==> config.mk <==
export PLATFORM = sky130hd
export DESIGN_NAME = isa_dual_window_decoder
export DESIGN_NICKNAME = d
export VERILOG_FILES = /design/src/rtl/isa_dec_pkg.sv /design/src/rtl/isa_cfg_regs.sv /design/src/rtl/isa_window_match.sv /design/src/rtl/isa_strobe_qual.sv /design/src/rtl/isa_dual_window_decoder.sv
export SDC_FILE = /design/constraint.sdc
export NUM_CORES = 1
export LEC_CHECK = 0
export ABC_CLOCK_PERIOD_IN_PS = 1350
export BUFFER_PORTS_ARGS = -buffer_cell sky130_fd_sc_hd__buf_2
export CAP_MARGIN = 0
export CORE_MARGIN = 4
export CORE_UTILIZATION = 45
export DETAILED_ROUTE_END_ITERATION = 7
export GPL_TIMING_DRIVEN = 1
export PLACE_DENSITY = 0.78
export REMOVE_ABC_BUFFERS = 1
export SLEW_MARGIN = 10
export SYNTH_ARGS = -nofsm -noshare
export SYNTH_HDL_FRONTEND = slang
export SYNTH_SLANG_ARGS = --single-unit
==> constraint.sdc <==
create_clock -name clk -period 1.35 [get_ports clk]
set_input_delay 0.135 -clock clk [delete_from_list [all_inputs] [get_ports clk]]
set_output_delay 0.135 -clock clk [all_outputs]
set_load 0.02 [all_outputs]
==> src/rtl/isa_dec_pkg.sv <==
package isa_dec_pkg;
  localparam int SA_W   = 20;
  localparam int IO_W   = 16;
  localparam int DATA_W = 16;
  localparam int OFF_W  = 10;

  localparam int IO_IGN  = 4;
  localparam int MEM_IGN = 12;

  localparam int MEMEN_BIT = 10;

  localparam logic [OFF_W-1:0] OFF_IO_BASE = 10'h020;
  localparam logic [OFF_W-1:0] OFF_MEM_LO  = 10'h02C;
  localparam logic [OFF_W-1:0] OFF_MEM_HI  = 10'h02E;
  localparam logic [OFF_W-1:0] OFF_BUS_CTL = 10'h116;

  localparam logic [IO_W-1:0] IO_RESET_BASE = 16'h0300;

  localparam int SP_IO  = 0;
  localparam int SP_MEM = 1;
  localparam int N_SPACE = 2;
endpackage

==> src/rtl/isa_cfg_regs.sv <==
module isa_cfg_regs
  import isa_dec_pkg::*;
#(
  parameter int              SA_WIDTH   = SA_W,
  parameter int              IO_WIDTH   = IO_W,
  parameter int              DATA_WIDTH = DATA_W,
  parameter logic [IO_W-1:0] IO_INIT    = IO_RESET_BASE
) (
  input  logic                  clk,
  input  logic                  rst_n,
  input  logic                  we,
  input  logic [OFF_W-1:0]      off,
  input  logic [DATA_WIDTH-1:0] wdata,
  output logic [IO_WIDTH-1:0]   io_base,
  output logic [SA_WIDTH-1:0]   mem_base,
  output logic                  mem_en
);
  localparam int HI_W = SA_WIDTH - DATA_WIDTH;

  logic [IO_WIDTH-1:0] io_base_q;
  logic [SA_WIDTH-1:0] mem_base_q;
  logic                mem_en_q;

  always_ff @(posedge clk or negedge rst_n) begin
    if (!rst_n) begin
      io_base_q  <= IO_INIT;
      mem_base_q <= '0;
      mem_en_q   <= 1'b0;
    end else if (we) begin
      case (off)
        OFF_IO_BASE: io_base_q <= wdata[IO_WIDTH-1:0];
        OFF_MEM_LO:  mem_base_q[DATA_WIDTH-1:0] <= wdata;
        OFF_MEM_HI:  mem_base_q[SA_WIDTH-1:DATA_WIDTH] <= wdata[HI_W-1:0];
        OFF_BUS_CTL: mem_en_q <= wdata[MEMEN_BIT];
        default: ;
      endcase
    end
  end

  assign io_base  = io_base_q;
  assign mem_base = mem_base_q;
  assign mem_en   = mem_en_q;

  // the I/O base holds unless it is written
  p_io_hold_r5: assert property (@(posedge clk) disable iff (!rst_n)
    !(we && off == OFF_IO_BASE) |=> $stable(io_base_q));

  // an I/O base write lands at the next edge
  p_io_load_r5: assert property (@(posedge clk) disable iff (!rst_n)
    (we && off == OFF_IO_BASE) |=> io_base_q == $past(wdata[IO_WIDTH-1:0]));

  // the high half keeps only the low data nibble, the low half is untouched
  p_hi_half_r8: assert property (@(posedge clk) disable iff (!rst_n)
    (we && off == OFF_MEM_HI) |=>
      (mem_base_q[SA_WIDTH-1:DATA_WIDTH] == $past(wdata[HI_W-1:0]) &&
       mem_base_q[DATA_WIDTH-1:0] == $past(mem_base_q[DATA_WIDTH-1:0])));

  // enable only moves on a bus-control write
  p_en_hold_r9: assert property (@(posedge clk) disable iff (!rst_n)
    !(we && off == OFF_BUS_CTL) |=> $stable(mem_en_q));
endmodule

==> src/rtl/isa_window_match.sv <==
module isa_window_match #(
  parameter int CMP_W = 16,
  parameter int IGN_W = 4
) (
  input  logic [CMP_W-1:0] addr,
  input  logic [CMP_W-1:0] base,
  output logic             hit
);
  localparam logic [CMP_W-1:0] CARE = {{(CMP_W-IGN_W){1'b1}}, {IGN_W{1'b0}}};

  assign hit = ((addr ^ base) & CARE) == '0;
endmodule

==> src/rtl/isa_strobe_qual.sv <==
module isa_strobe_qual (
  input  logic match,
  input  logic gate,
  input  logic rd_n,
  input  logic wr_n,
  output logic rd_sel,
  output logic wr_sel
);
  logic live;

  assign live   = match && gate;
  assign rd_sel = live && !rd_n && wr_n;
  assign wr_sel = live && !wr_n && rd_n;
endmodule

==> src/rtl/isa_dual_window_decoder.sv <==
module isa_dual_window_decoder
  import isa_dec_pkg::*;
#(
  parameter int              SA_WIDTH   = SA_W,
  parameter int              IO_WIDTH   = IO_W,
  parameter int              DATA_WIDTH = DATA_W,
  parameter int              IO_GRAN    = IO_IGN,
  parameter int              MEM_GRAN   = MEM_IGN,
  parameter logic [IO_W-1:0] IO_INIT    = IO_RESET_BASE
) (
  input  logic                  clk,
  input  logic                  rst_n,
  input  logic                  cfg_we,
  input  logic [OFF_W-1:0]      cfg_off,
  input  logic [DATA_WIDTH-1:0] cfg_wdata,
  input  logic [SA_WIDTH-1:0]   sa,
  input  logic                  ior_n,
  input  logic                  iow_n,
  input  logic                  memr_n,
  input  logic                  memw_n,
  input  logic                  chipsel_n,
  output logic                  io_rd_sel,
  output logic                  io_wr_sel,
  output logic                  mem_rd_sel,
  output logic                  mem_wr_sel
);
  logic [IO_WIDTH-1:0] io_base;
  logic [SA_WIDTH-1:0] mem_base;
  logic                mem_en;

  logic [N_SPACE-1:0] win_hit;
  logic [N_SPACE-1:0] win_gate;
  logic [N_SPACE-1:0] rd_n_v;
  logic [N_SPACE-1:0] wr_n_v;
  logic [N_SPACE-1:0] rd_sel_v;
  logic [N_SPACE-1:0] wr_sel_v;

  isa_cfg_regs #(
    .SA_WIDTH  (SA_WIDTH),
    .IO_WIDTH  (IO_WIDTH),
    .DATA_WIDTH(DATA_WIDTH),
    .IO_INIT   (IO_INIT)
  ) u_regs (
    .clk     (clk),
    .rst_n   (rst_n),
    .we      (cfg_we),
    .off     (cfg_off),
    .wdata   (cfg_wdata),
    .io_base (io_base),
    .mem_base(mem_base),
    .mem_en  (mem_en)
  );

  isa_window_match #(.CMP_W(IO_WIDTH), .IGN_W(IO_GRAN)) u_io_win (
    .addr(sa[IO_WIDTH-1:0]),
    .base(io_base),
    .hit (win_hit[SP_IO])
  );

  isa_window_match #(.CMP_W(SA_WIDTH), .IGN_W(MEM_GRAN)) u_mem_win (
    .addr(sa),
    .base(mem_base),
    .hit (win_hit[SP_MEM])
  );

  assign win_gate[SP_IO]  = 1'b1;
  assign win_gate[SP_MEM] = mem_en && !chipsel_n;
  assign rd_n_v[SP_IO]    = ior_n;
  assign wr_n_v[SP_IO]    = iow_n;
  assign rd_n_v[SP_MEM]   = memr_n;
  assign wr_n_v[SP_MEM]   = memw_n;

  for (genvar s = 0; s < N_SPACE; s++) begin : g_space
    isa_strobe_qual u_qual (
      .match (win_hit[s]),
      .gate  (win_gate[s]),
      .rd_n  (rd_n_v[s]),
      .wr_n  (wr_n_v[s]),
      .rd_sel(rd_sel_v[s]),
      .wr_sel(wr_sel_v[s])
    );
  end

  assign io_rd_sel  = rd_sel_v[SP_IO];
  assign io_wr_sel  = wr_sel_v[SP_IO];
  assign mem_rd_sel = rd_sel_v[SP_MEM];
  assign mem_wr_sel = wr_sel_v[SP_MEM];

  // never both directions in one space
  p_io_excl_r7: assert property (@(posedge clk) disable iff (!rst_n)
    !(io_rd_sel && io_wr_sel));
  p_mem_excl_r7: assert property (@(posedge clk) disable iff (!rst_n)
    !(mem_rd_sel && mem_wr_sel));

  // an I/O select always has its own strobe behind it
  p_io_rd_strobe_r3: assert property (@(posedge clk) disable iff (!rst_n)
    io_rd_sel |-> !ior_n);
  p_io_wr_strobe_r3: assert property (@(posedge clk) disable iff (!rst_n)
    io_wr_sel |-> !iow_n);

  // an I/O claim sits inside the 16-byte block of the base
  p_io_addr_r2: assert property (@(posedge clk) disable iff (!rst_n)
    (io_rd_sel || io_wr_sel) |-> (sa[IO_WIDTH-1:IO_GRAN] == io_base[IO_WIDTH-1:IO_GRAN]));

  // a memory claim needs chip select and an address inside the 4 KB page
  p_mem_cs_r6: assert property (@(posedge clk) disable iff (!rst_n)
    (mem_rd_sel || mem_wr_sel) |-> (!chipsel_n &&
      sa[SA_WIDTH-1:MEM_GRAN] == mem_base[SA_WIDTH-1:MEM_GRAN]));

  // no memory claim while decoding is disabled
  p_mem_en_r9: assert property (@(posedge clk) disable iff (!rst_n)
    (mem_rd_sel || mem_wr_sel) |-> mem_en);
endmodule

## Word-level counts from Yosys, hierarchy flattened

Index checks and enable logic that the tools add are counted.

| operators by class | value |
|---|---|
| equal/unequal tests | 4 |
| reductions and logical operators | 21 |
| bitwise logic cells | 2 |

Operators with widths:

| kind | number |
|---|---|
| 10-bit by 6-bit equality test with 1-bit output (second input constant) | 3 |
| 20-bit zero test | 1 |
| 20-bit bitwise XOR | 1 |
| 16-bit zero test | 1 |
| 16-bit bitwise XOR | 1 |
| 10-bit by 9-bit equality test with 1-bit output (second input constant) | 1 |
| 1-bit logical AND | 10 |
| 2-bit AND reduction | 4 |
| 1-bit zero test | 5 |

| storage, ports and cells | value |
|---|---|
| output and inout port bits | 4 |
| bits in registers | 37 |

## Depth between registers and ports, before layout

Gate-level depths: netlist of run 1.

| depth | value |
|---|---|
| depth in word-level cells | 5 |
| gate-level depth with buffers | 4 |

## By module

Synthesis of run 1 repeated with hierarchy kept, for this count alone.

| second synthesis, totals | value |
|---|---|
| cells, all modules | 121 |
| area total of the unflattened synthesis | 1788.0 sq um |

By module, submodules not included:

| module | sequential area each (sq um) | cells an instance | instances | area an instance (sq um) |
|---|---|---|---|---|
| isa_cfg_regs | 928.4 | 88 | 1 | 1510.2 |
| isa_window_match at u_io_win | 0.0 | 16 | 1 | 133.9 |
| isa_window_match at u_mem_win | 0.0 | 11 | 1 | 86.3 |
| isa_strobe_qual | 0.0 | 2 | 2 | 20.0 |
| isa_dual_window_decoder | 0.0 | 2 | 1 | 17.5 |

## Worst setup path before layout of run 1

OpenSTA, ideal clock, no wires.

| timing path | value |
|---|---|
| path kind | reg-to-output |
| start point | register u_regs.io_base_q[9] (netlist: u_regs.io_base[9]) |
| end point | output port io_rd_sel |
| setup slack | -0.261 ns |
| buffers on the path | 0 |
| stages on the path, launching flop included | 4 |
| arrival time | 1.476 ns |
| cells stage by stage | dfstp_2 -> xnor2_1 -> nand4_1 -> nor4_1 |

| on the way | value |
|---|---|
| cells in the longest elaborated chain, start to end | 4 |

Ends and longest elaborated chain:

| item | line | text |
|---|---|---|
| start: declaration | isa_cfg_regs.sv:20 | `logic [IO_WIDTH-1:0] io_base_q;` |
| start signal: assignment | isa_cfg_regs.sv:31 | `OFF_IO_BASE: io_base_q <= wdata[IO_WIDTH-1:0];` |
| 16-bit bitwise XOR | isa_window_match.sv:11 | `assign hit = ((addr ^ base) & CARE) == '0;` |
| 16-bit zero test | isa_window_match.sv:11 |  |
| 1-bit logical AND (2 in series) | isa_strobe_qual.sv:12 | `assign rd_sel = live && !rd_n && wr_n;` |
| end: declaration | isa_dual_window_decoder.sv:22 | `output logic io_rd_sel,` |

Every way passes these cells.

## Worst setup path after layout of run 1

| timing path | value |
|---|---|
| start point | register u_regs.io_base_q[8] (netlist: u_regs.io_base[8]) |
| end point | output port io_rd_sel |

Same word-level chain as after synthesis.

==> reports/results.txt, run 1 <==
DP Area: 0.001514 mm2
synth cell count leaders: xnor2_1, dfrtp_1, mux2_2
number of synthesized register bits: 21
Fmax: 591.8 MHz
Clock Sinks: 21
Area contributors post-synth: dfrtp_1, xnor2_1, mux2_4
Synth Area per Inst: 13.73 um2
crit-path leading delay family: flip-flops
skew final: 0 ns
vias: 904
area occupied by multi-input gates: 688.2 um2
core area: 0.002500 mm2
critical path class: reg -> out
Synth Flop Type: dfrtp_1
Clock Path Buffers: 2
Nets: 202
clock transition at the registers of the reported paths: 0.12 ns
worst-case vdd ir drop: 0.5576 mV
Area Growth Syn to Fin: 33.93%
Worst setup EP type: primary output
HP Class: in -> reg
vias in the first global route: 1022
diodes inserted: 0
worst reg2reg path depth: 2
Worst-Margin Slew: 0.4671 ns
Site Rows: 18
ys async rst share: 1.000
worst-path fanout max: 2
Die Wd: 59.53 um
first-pass GRT wire length: 4215 um
GR Util All Layers: 0.1601
Final Hold Slack: 0.05138 ns
Root Driver: clkbuf_4
register area share after synthesis: 0.4419
initial drt markers: 10
MaxCap Viol Count: 0
CTS tree: done
I/O pins: 58
# fillers: 210
hpwl dp: 2130 um
Worst Path Required: 1.22 ns
min Tclk post-route: 1.690 ns
pwr dens: 709.7 mW/mm2
gpl congestion: 0.7124
Mapped Area: 0.001195 mm2
drt wl/cell: 14.68 um
H-tree levels: 1
failing checks: setup timing
post-synth top area share: 0.3979
fin crit share: 1.252
RR Endpoint: u_regs.mem_base[15]$_DFFE_PN0P_
worst skew pair latency: 0.30 ns
post-route cell area: 0.001600 mm2
slowest CP cell: dfstp_2
worst hold stages: 2
DR vias/cell: 5.107
fin worst setup slack: -0.3398 ns
Final Max Tran Viols: 0
port bufs: 53
count leader, synth: xnor2_1
flop-to-flop setup slack: 0.45 ns
Remaining DRCs: 0
RSZ-0062 raised after global routing: yes
Yosys cell types: 17
outcome: complete, but fails checks
final antenna-violating net count: 0
Die H: 59.53 um
Hold Violations, Final: 0
Setup Viol. Count Final: 4
die area: 0.003544 mm2
CP arrival: 1.55 ns
layout cell share with drive strength beyond 1: 0.6122
number of synthesized flops with an enable pin: 0
Num CTS Buffers: 3
Relative slew margins: 0.6886
CP Buf/Inv Count: 1
HP Start: cfg_wdata[4]
Gate Count Post-Synth: 87
largest area contributor in the netlist: dfrtp_1
final wirelength: 2598 um
Critical Path, Cell by Cell: xnor2_2, nand4_1, nor4_2, buf_4
Leak Pwr: 0.8103 nW
Starting Density: 0.4780
Max stage delay on crit path: 0.57 ns
largest net degree at the start of global routing: 22
drt pass-1 iters: 2
Synth Warn #: 0
register area: 528.0 um2
GRT overflow: 0
CP Launch Type: flop
RR Startpoint: u_regs.mem_base[15]$_DFFE_PN0P_
Hold Path Sink: u_regs.io_base[4]$_DFFE_PN0P_
initial antenna violation count: 0
[final cells by class]
type	count	area share
flip-flops and latches	21	0.3299
repair buffers	57	0.2002
well taps	30	0.02346
clock buffers	4	0.01642
multi-input cells	65	0.4300
[how the worst max path moves through the flow]
stage                                  startpoint  cells after the start                               to
finish              u_regs.io_base[8]$_DFFE_PN1P_                      4                        io_rd_sel
global route        u_regs.io_base[8]$_DFFE_PN1P_                      4                        io_wr_sel
CTS                 u_regs.io_base[8]$_DFFE_PN1P_                      4                        io_rd_sel
detailed placement                     cfg_off[9]                      5  u_regs.mem_base[18]$_DFFE_PN0P_
global placement                       cfg_off[9]                      5  u_regs.mem_base[16]$_DFFE_PN0P_
floorplan           u_regs.io_base[9]$_DFFE_PN1P_                      3                        io_rd_sel
[state kept, by name (all words and copies together) (netlist names)]
register / count
u_regs.mem_base: 8
u_regs.mem_en: 1
u_regs.io_base: 12
[worst reg2reg max path, stage by stage (launching register included)]
cell and delay (ns):
dfrtp_1 0.41, buf_4 0.14, mux2_2 0.25
[metal layers]
| layer | GRT usage | vias up | share of wire |
|---|---|---|---|
| met5 | 0 | - | 0 |
| met4 | 0.06013 | 0 | 0.011 |
| met1 | 0.1803 | 430 | 0.38 |
| li1 | - | 440 | - |
| met2 | 0.2777 | 32 | 0.54 |
| met3 | 0.05447 | 2 | 0.070 |
[power breakdown]
part | total [mW] | internal [mW] | switching (mW)
clock | 0.309 | 0.115 | 0.193
combinational | 0.181 | 0.104 | 0.0771
sequential | 0.646 | 0.639 | 0.00675
total | 1.14 | 0.858 | 0.277
[metrics by stage]
| step | std cells | TNS [ns] | total power [mW] | utilization | setup WS, ns |
|---|---|---|---|---|---|
| global placement | 171 | -0.3777 | 0.8269 | 0.6056 | -0.05726 |
| floorplan | 86 | -0.7899 | 0.7230 | - | -0.2610 |
| detailed placement | 171 | -1.036 | 0.8337 | 0.6056 | -0.1058 |
| CTS | 176 | -1.266 | 1.142 | 0.6201 | -0.3607 |
| global route | 177 | -1.636 | 1.193 | 0.6401 | -0.4560 |
| finish | 177 | -1.193 | 1.136 | 0.6401 | -0.3398 |
[cells in the final DEF (no fill, tap or decap), types with 2 or more instances in the layout]
cell       n
buf_4      6
dfstp_2    2
mux2_2    11
nand4_1    6
dfrtp_1   19
xnor2_1   19
mux2_4    10
nor4_2     4
nand2b_1   4
buf_2     49
nand3_1    2
clkbuf_4   3
nor4b_4    2
[logic make-up (layout without fill, tap and decap cells)]
group,Yosys count,after routing,share of synthesized area
DFF,21,21,0.4419
buffers and inverters,1,61,0.009423
xor gates and xnor gates,20,20,0.1466
and+or+nand+nor,24,24,0.1728
muxes,21,21,0.2293
[timing repair]
| item | 4_1_cts | 5_1_grt |
|---|---|---|
| pin swaps | 9 | 3 |
| hold buffers | 1 | 0 |
| setup buffers | 0 | 1 |
| hold endpoints to repair | 19 | 0 |
| setup endpoints to repair | 4 | 4 |
| resized for setup | 0 | 9 |
Note: power is estimated with default switching activity, not from simulation.
==> inputs of run 2 (changes only) <==
--- a/config.mk
+++ b/config.mk
@@ -5,14 +5,16 @@
 export SDC_FILE = /design/constraint.sdc
 export NUM_CORES = 1
 export LEC_CHECK = 0
-export ABC_CLOCK_PERIOD_IN_PS = 1350
+export ABC_CLOCK_PERIOD_IN_PS = 2000
 export BUFFER_PORTS_ARGS = -buffer_cell sky130_fd_sc_hd__buf_2
 export CAP_MARGIN = 0
+export CELL_PAD_IN_SITES_DETAIL_PLACEMENT = 1
+export CELL_PAD_IN_SITES_GLOBAL_PLACEMENT = 2
 export CORE_MARGIN = 4
-export CORE_UTILIZATION = 45
+export CORE_UTILIZATION = 30
 export DETAILED_ROUTE_END_ITERATION = 7
 export GPL_TIMING_DRIVEN = 1
-export PLACE_DENSITY = 0.78
+export PLACE_DENSITY_LB_ADDON = 0.1
 export REMOVE_ABC_BUFFERS = 1
 export SLEW_MARGIN = 10
 export SYNTH_ARGS = -nofsm -noshare
==> constraint.sdc (replaced) <==
create_clock -name clk -period 2 [get_ports clk]
set_input_delay 0.2 -clock clk [delete_from_list [all_inputs] [get_ports clk]]
set_output_delay 0.2 -clock clk [all_outputs]
set_load 0.02 [all_outputs]
==> run 2 against run 1 <==
The flow now finishes without violations. Via count is 0.88% lower. Worst hold slack better by 0.12 ns. Register-to-register slack better by 0.77 ns. Cell count is 8.5% higher. Clock skew stayed put.
==> reports/results.txt, run 2 (synthesis results as in run 1) <==
area occupied by multi-input gates: 655.6 um2
post-route cell area: 0.001565 mm2
Nets: 199
HP Start: cfg_wdata[7]
Hold Violations, Final: 0
vias: 896
critical path class: reg -> out
Clock Path Buffers: 2
RR Startpoint: u_regs.io_base[10]$_DFFE_PN0P_
commonest non-fill, non-tap cell in the layout: buf_2
worst reg2reg path depth: 1
Die H: 71.11 um
DP Area: 0.001509 mm2
min Tclk post-route: 1.774 ns
Relative slew margins: 0.6820
Worst Path Required: 1.80 ns
DR vias/cell: 4.667
diodes inserted: 0
final wirelength: 2812 um
Area Growth Syn to Fin: 30.99%
CP Launch Type: flop
drt pass-1 iters: 4
Setup Viol. Count Final: 0
Critical Path, Cell by Cell: xnor2_1, nand4_1, nor4_1, buf_2
core area: 0.003744 mm2
Worst-Margin Slew: 0.4770 ns
clock transition at the registers of the reported paths: 0.08 ns
Max stage delay on crit path: 0.54 ns
flop-to-flop setup slack: 1.22 ns
RSZ-0062 raised after global routing: no
MaxCap Viol Count: 0
largest net degree at the start of global routing: 22
Hold Path Sink: u_regs.io_base[7]$_DFFE_PN0P_
Num CTS Buffers: 3
initial antenna violation count: 0
CTS tree: done
Remaining DRCs: 0
commonest cells after routing, fill and taps aside: buf_2, xnor2_1, dfrtp_1
gpl congestion: 0.6762
H-tree levels: 1
Root Driver: clkbuf_8
Clock Sinks: 21
final antenna-violating net count: 0
RR Endpoint: u_regs.io_base[10]$_DFFE_PN0P_
I/O pins: 58
initial drt markers: 17
slowest CP cell: dfstp_2
skew final: 0 ns
grt met2 use: 0.2142
Starting Density: 0.3192
worst-path fanout max: 2
worst skew pair latency: 0.26 ns
GR peak layer: met2
Site Rows: 22
Die Wd: 71.11 um
met1 global-route usage: 0.1301
die area: 0.005057 mm2
Leak Pwr: 0.7956 nW
max reg flops: 12
Util after Layout: 0.4181
port bufs: 53
CP arrival: 1.57 ns
Fmax: 563.6 MHz
outcome: completed
vias in the first global route: 1059
HP Class: in -> reg
setup TNS after final layout: 0 ns
register area: 528.0 um2
GR Util All Layers: 0.1180
Final Max Tran Viols: 0
fin crit share: 0.8872
# fillers: 432
CTS resizes: 0
worst-case vdd ir drop: 0.2791 mV
pwr dens: 527.2 mW/mm2
Worst setup EP type: primary output
layout cell share with drive strength beyond 1: 0.5764
first-pass GRT wire length: 4616 um
grt met3 use: 0.03693
drt wl/cell: 14.65 um
GRT overflow: 0
worst hold stages: 2
-- run 2: worst max-delay path, delay by kind of cell, from the launching register on --
family / cells / cell delay, ns
buf+inv: 1 / 0.22
xor+xnor: 1 / 0.11
simple gates: 2 / 0.44
flops: 1 / 0.54
-- run 2: layer usage --
layer | part of all wire | vias to the layer above
met1 | 0.39 | 429
li1 | - | 433
met2 | 0.54 | 30
met5 | 0 | -
met3 | 0.056 | 4
met4 | 0.011 | 0
-- run 2: per-stage QoR --
stage	power (mW)	setup slack (ns)	cells	hold slack, ns
2_1_floorplan	0.4880	0.3240	86	-0.09559
3_3_place_gp	0.5594	0.3615	187	0.1875
3_5_place_dp	0.5645	0.3729	187	0.1884
4_1_cts	0.8459	0.1917	192	0.1581
5_1_grt	0.8709	0.1042	192	0.1597
6_report	0.8252	0.2256	192	0.1690
-- run 2: area by class of cell --
cell class                 count  area share
timing repair buffer          54      0.1759
clock buffer                   3     0.02638
sequential                    21      0.3373
tap                           48     0.03837
multi-input combinational     65      0.4189
clock inverter                 1    0.003197
-- run 2: how the worst max path moves through the flow --
stage | startpoint | endpoint | slack, ns
after global placement | cfg_off[9] | u_regs.io_base[6]$_DFFE_PN0P_ | 0.36
after global routing | u_regs.io_base[9]$_DFFE_PN1P_ | io_rd_sel | 0.10
after detailed placement | cfg_off[9] | u_regs.io_base[4]$_DFFE_PN0P_ | 0.37
after floorplan | u_regs.io_base[9]$_DFFE_PN1P_ | io_rd_sel | 0.32
final | u_regs.io_base[9]$_DFFE_PN1P_ | io_rd_sel | 0.23
after CTS | u_regs.io_base[9]$_DFFE_PN1P_ | io_rd_sel | 0.19
-- run 2: power by group --
group	total (mW)	switching (mW)	internal [mW]	leakage, nW
registers	0.436	0.00429	0.431	0.285
logic	0.119	0.0505	0.0683	0.485
clock network	0.271	0.132	0.139	0.0255
-- run 2: what timing repair did --
item | in CTS | in global routing
hold buffers | 1 | 0
setup buffers | 0 | 0
hold endpoints to repair | 19 | 0
==> inputs of run 3 (changes only) <==
--- a/config.mk
+++ b/config.mk
@@ -5,13 +5,14 @@
 export SDC_FILE = /design/constraint.sdc
 export NUM_CORES = 1
 export LEC_CHECK = 0
+export ABC_AREA = 1
 export ABC_CLOCK_PERIOD_IN_PS = 2000
 export BUFFER_PORTS_ARGS = -buffer_cell sky130_fd_sc_hd__buf_2
 export CAP_MARGIN = 0
 export CELL_PAD_IN_SITES_DETAIL_PLACEMENT = 1
 export CELL_PAD_IN_SITES_GLOBAL_PLACEMENT = 2
 export CORE_MARGIN = 4
-export CORE_UTILIZATION = 30
+export CORE_UTILIZATION = 26
 export DETAILED_ROUTE_END_ITERATION = 7
 export GPL_TIMING_DRIVEN = 1
 export PLACE_DENSITY_LB_ADDON = 0.1
==> run 3 against run 2 <==
Clock power grew 4%. Cell count grew 76%. Sequential power is essentially flat. Combinational power grew 16%. Register-to-register slack gained 0.06 ns. Setup slack gained 0.15 ns. Flip-flop and latch count is the same. Power grew 3.7%. Design area grew 15%. Clock-buffer cell count grew 1. Core utilization shrank 7.1 points. Clock skew is the same. Critical path type unchanged. Critical endpoint is now mem_wr_sel.
==> reports/results.txt, run 3 <==
CTS resizes: 0
Clock Sinks: 21
Clock Path Buffers: 2
vias in the first global route: 1460
GRT overflow: 0
GR Util All Layers: 0.1203
clock transition at the registers of the reported paths: 0.08 ns
largest net degree at the start of global routing: 22
worst skew pair latency: 0.26 ns
pwr dens: 477.0 mW/mm2
Area Growth Syn to Fin: 28.38%
diodes inserted: 0
DR vias/cell: 4.139
MaxCap Viol Count: 0
largest area contributor in the netlist: dfrtp_1
initial antenna violation count: 0
min Tclk post-route: 1.622 ns
vias: 1395
Power, Total: 0.8559 mW
layout cell share with drive strength beyond 1: 0.2659
die area: 0.006612 mm2
final wirelength: 3657 um
Leak Pwr: 1.033 nW
Root Driver: clkbuf_8
Starting Density: 0.2702
worst hold stages: 3
Die Wd: 81.32 um
Hold Path Sink: u_regs.io_base[9]$_DFFE_PN1P_
Synth Flop Type: dfrtp_1
Remaining DRCs: 0
commonest non-fill, non-tap cell in the layout: nand2_1
Num CTS Buffers: 3
first-pass GRT wire length: 6168 um
hpwl dp: 3010 um
port bufs: 53
I/O pins: 58
worst-path fanout max: 2
number of synthesized register bits: 21
Hold-fix buffers, CTS: 1
flop-to-flop setup slack: 1.28 ns
drt pass-1 iters: 3
HP Class: in -> reg
Final Max Tran Viols: 0
H-tree levels: 1
Final Hold Slack: 0.1510 ns
CP Launch Type: flop
RR Endpoint: u_regs.io_base[8]$_DFFE_PN1P_
Site Rows: 26
HP Start: cfg_wdata[9]
final antenna-violating net count: 0
critical path class: reg -> out
ys async rst share: 1.000
Yosys cell types: 16
RSZ-0062 raised after global routing: no
post-route cell area: 0.001794 mm2
Die H: 81.32 um
Hold Violations, Final: 0
max reg flops: 12
Fmax: 616.4 MHz
CTS tree: done
Worst setup EP type: primary output
number of synthesized flops with an enable pin: 0
DP Area: 0.001739 mm2
outcome: completed
worst-case vdd ir drop: 0.1703 mV
Worst Path Required: 1.80 ns
CP arrival: 1.42 ns
RR Startpoint: u_regs.io_base[8]$_DFFE_PN1P_
Setup Viol. Count Final: 0
initial drt markers: 37
core area: 0.005172 mm2
Worst-Margin Slew: 0.4940 ns
post-CTS setup buffer count: 0
count leader, synth: nand2_1
Synth Area per Inst: 6.655 um2
gpl congestion: 0.7309
Nets: 322
post-synth top area share: 0.3402
worst reg2reg path depth: 2
Relative slew margins: 0.6707
synth cell count leaders: nand2_1, inv_1, nand3_1
fin crit share: 0.8112
drt wl/cell: 10.85 um
setup TNS after final layout: 0 ns
Gate Count Post-Synth: 210
commonest cells after routing, fill and taps aside: nand2_1, buf_2, inv_1
register area share after synthesis: 0.3778
Area contributors post-synth: dfrtp_1, nand2_1, nand3_1
skew final: 0 ns
Synth Warn #: 0
Mapped Area: 0.001398 mm2
## run 3: where the power goes
group	switching [mW]	internal (mW)
registers	0.00457	0.431
logic	0.0745	0.0635
clock network	0.140	0.142
## run 3: layout make-up
cell class,count,area [um2]
inverter,36,135.1
tap,70,87.58
multi-input combinational,149,700.7
fill,686,3378
timing repair buffer,57,297.8
sequential,21,528.0
clock buffer,4,45.04
## run 3: metal layers
| metal | vias to the layer above | wire, um | GRT usage |
|---|---|---|---|
| li1 | 743 | - | - |
| met1 | 619 | 1700 | 0.1472 |
| met2 | 29 | 1740 | 0.2150 |
| met3 | 4 | 182 | 0.01885 |
| met4 | 0 | 34 | 0.03547 |
| met5 | - | 0 | 0 |
## run 3: worst max path at each step
stage,from,slack (ns),endpoint
3_3_place_gp,u_regs.mem_base[19]$_DFFE_PN0P_,0.65,mem_rd_sel
5_1_grt,u_regs.mem_base[19]$_DFFE_PN0P_,0.21,mem_wr_sel
2_1_floorplan,cfg_off[8],0.66,u_regs.io_base[10]$_DFFE_PN0P_
4_1_cts,u_regs.mem_base[19]$_DFFE_PN0P_,0.33,mem_wr_sel
3_5_place_dp,u_regs.mem_base[19]$_DFFE_PN0P_,0.62,mem_wr_sel
6_report,u_regs.mem_base[19]$_DFFE_PN0P_,0.38,mem_wr_sel
## run 3: kinds of logic after synthesis
| kind of cell | count (synthesis) | synth area share |
|---|---|---|
| and+or+nand+nor | 142 | 0.4575 |
| buffers and inverters | 40 | 0.1209 |
| DFF | 21 | 0.3778 |
| xor gates and xnor gates | 7 | 0.04387 |
## run 3: critical path: stages, from the launching register on
cell     delay (ns)
dfrtp_1        0.40
xnor2_1        0.22
nand3_1        0.16
nor3_1         0.20
buf_2          0.19
## run 3: stage by stage
step           cells  utilization  setup WS [ns]
2_1_floorplan    206            -         0.6622
3_3_place_gp     332       0.3362         0.6506
3_5_place_dp     332       0.3362         0.6234
4_1_cts          337       0.3469         0.3257
5_1_grt          337       0.3469         0.2150
6_report         337       0.3469         0.3776
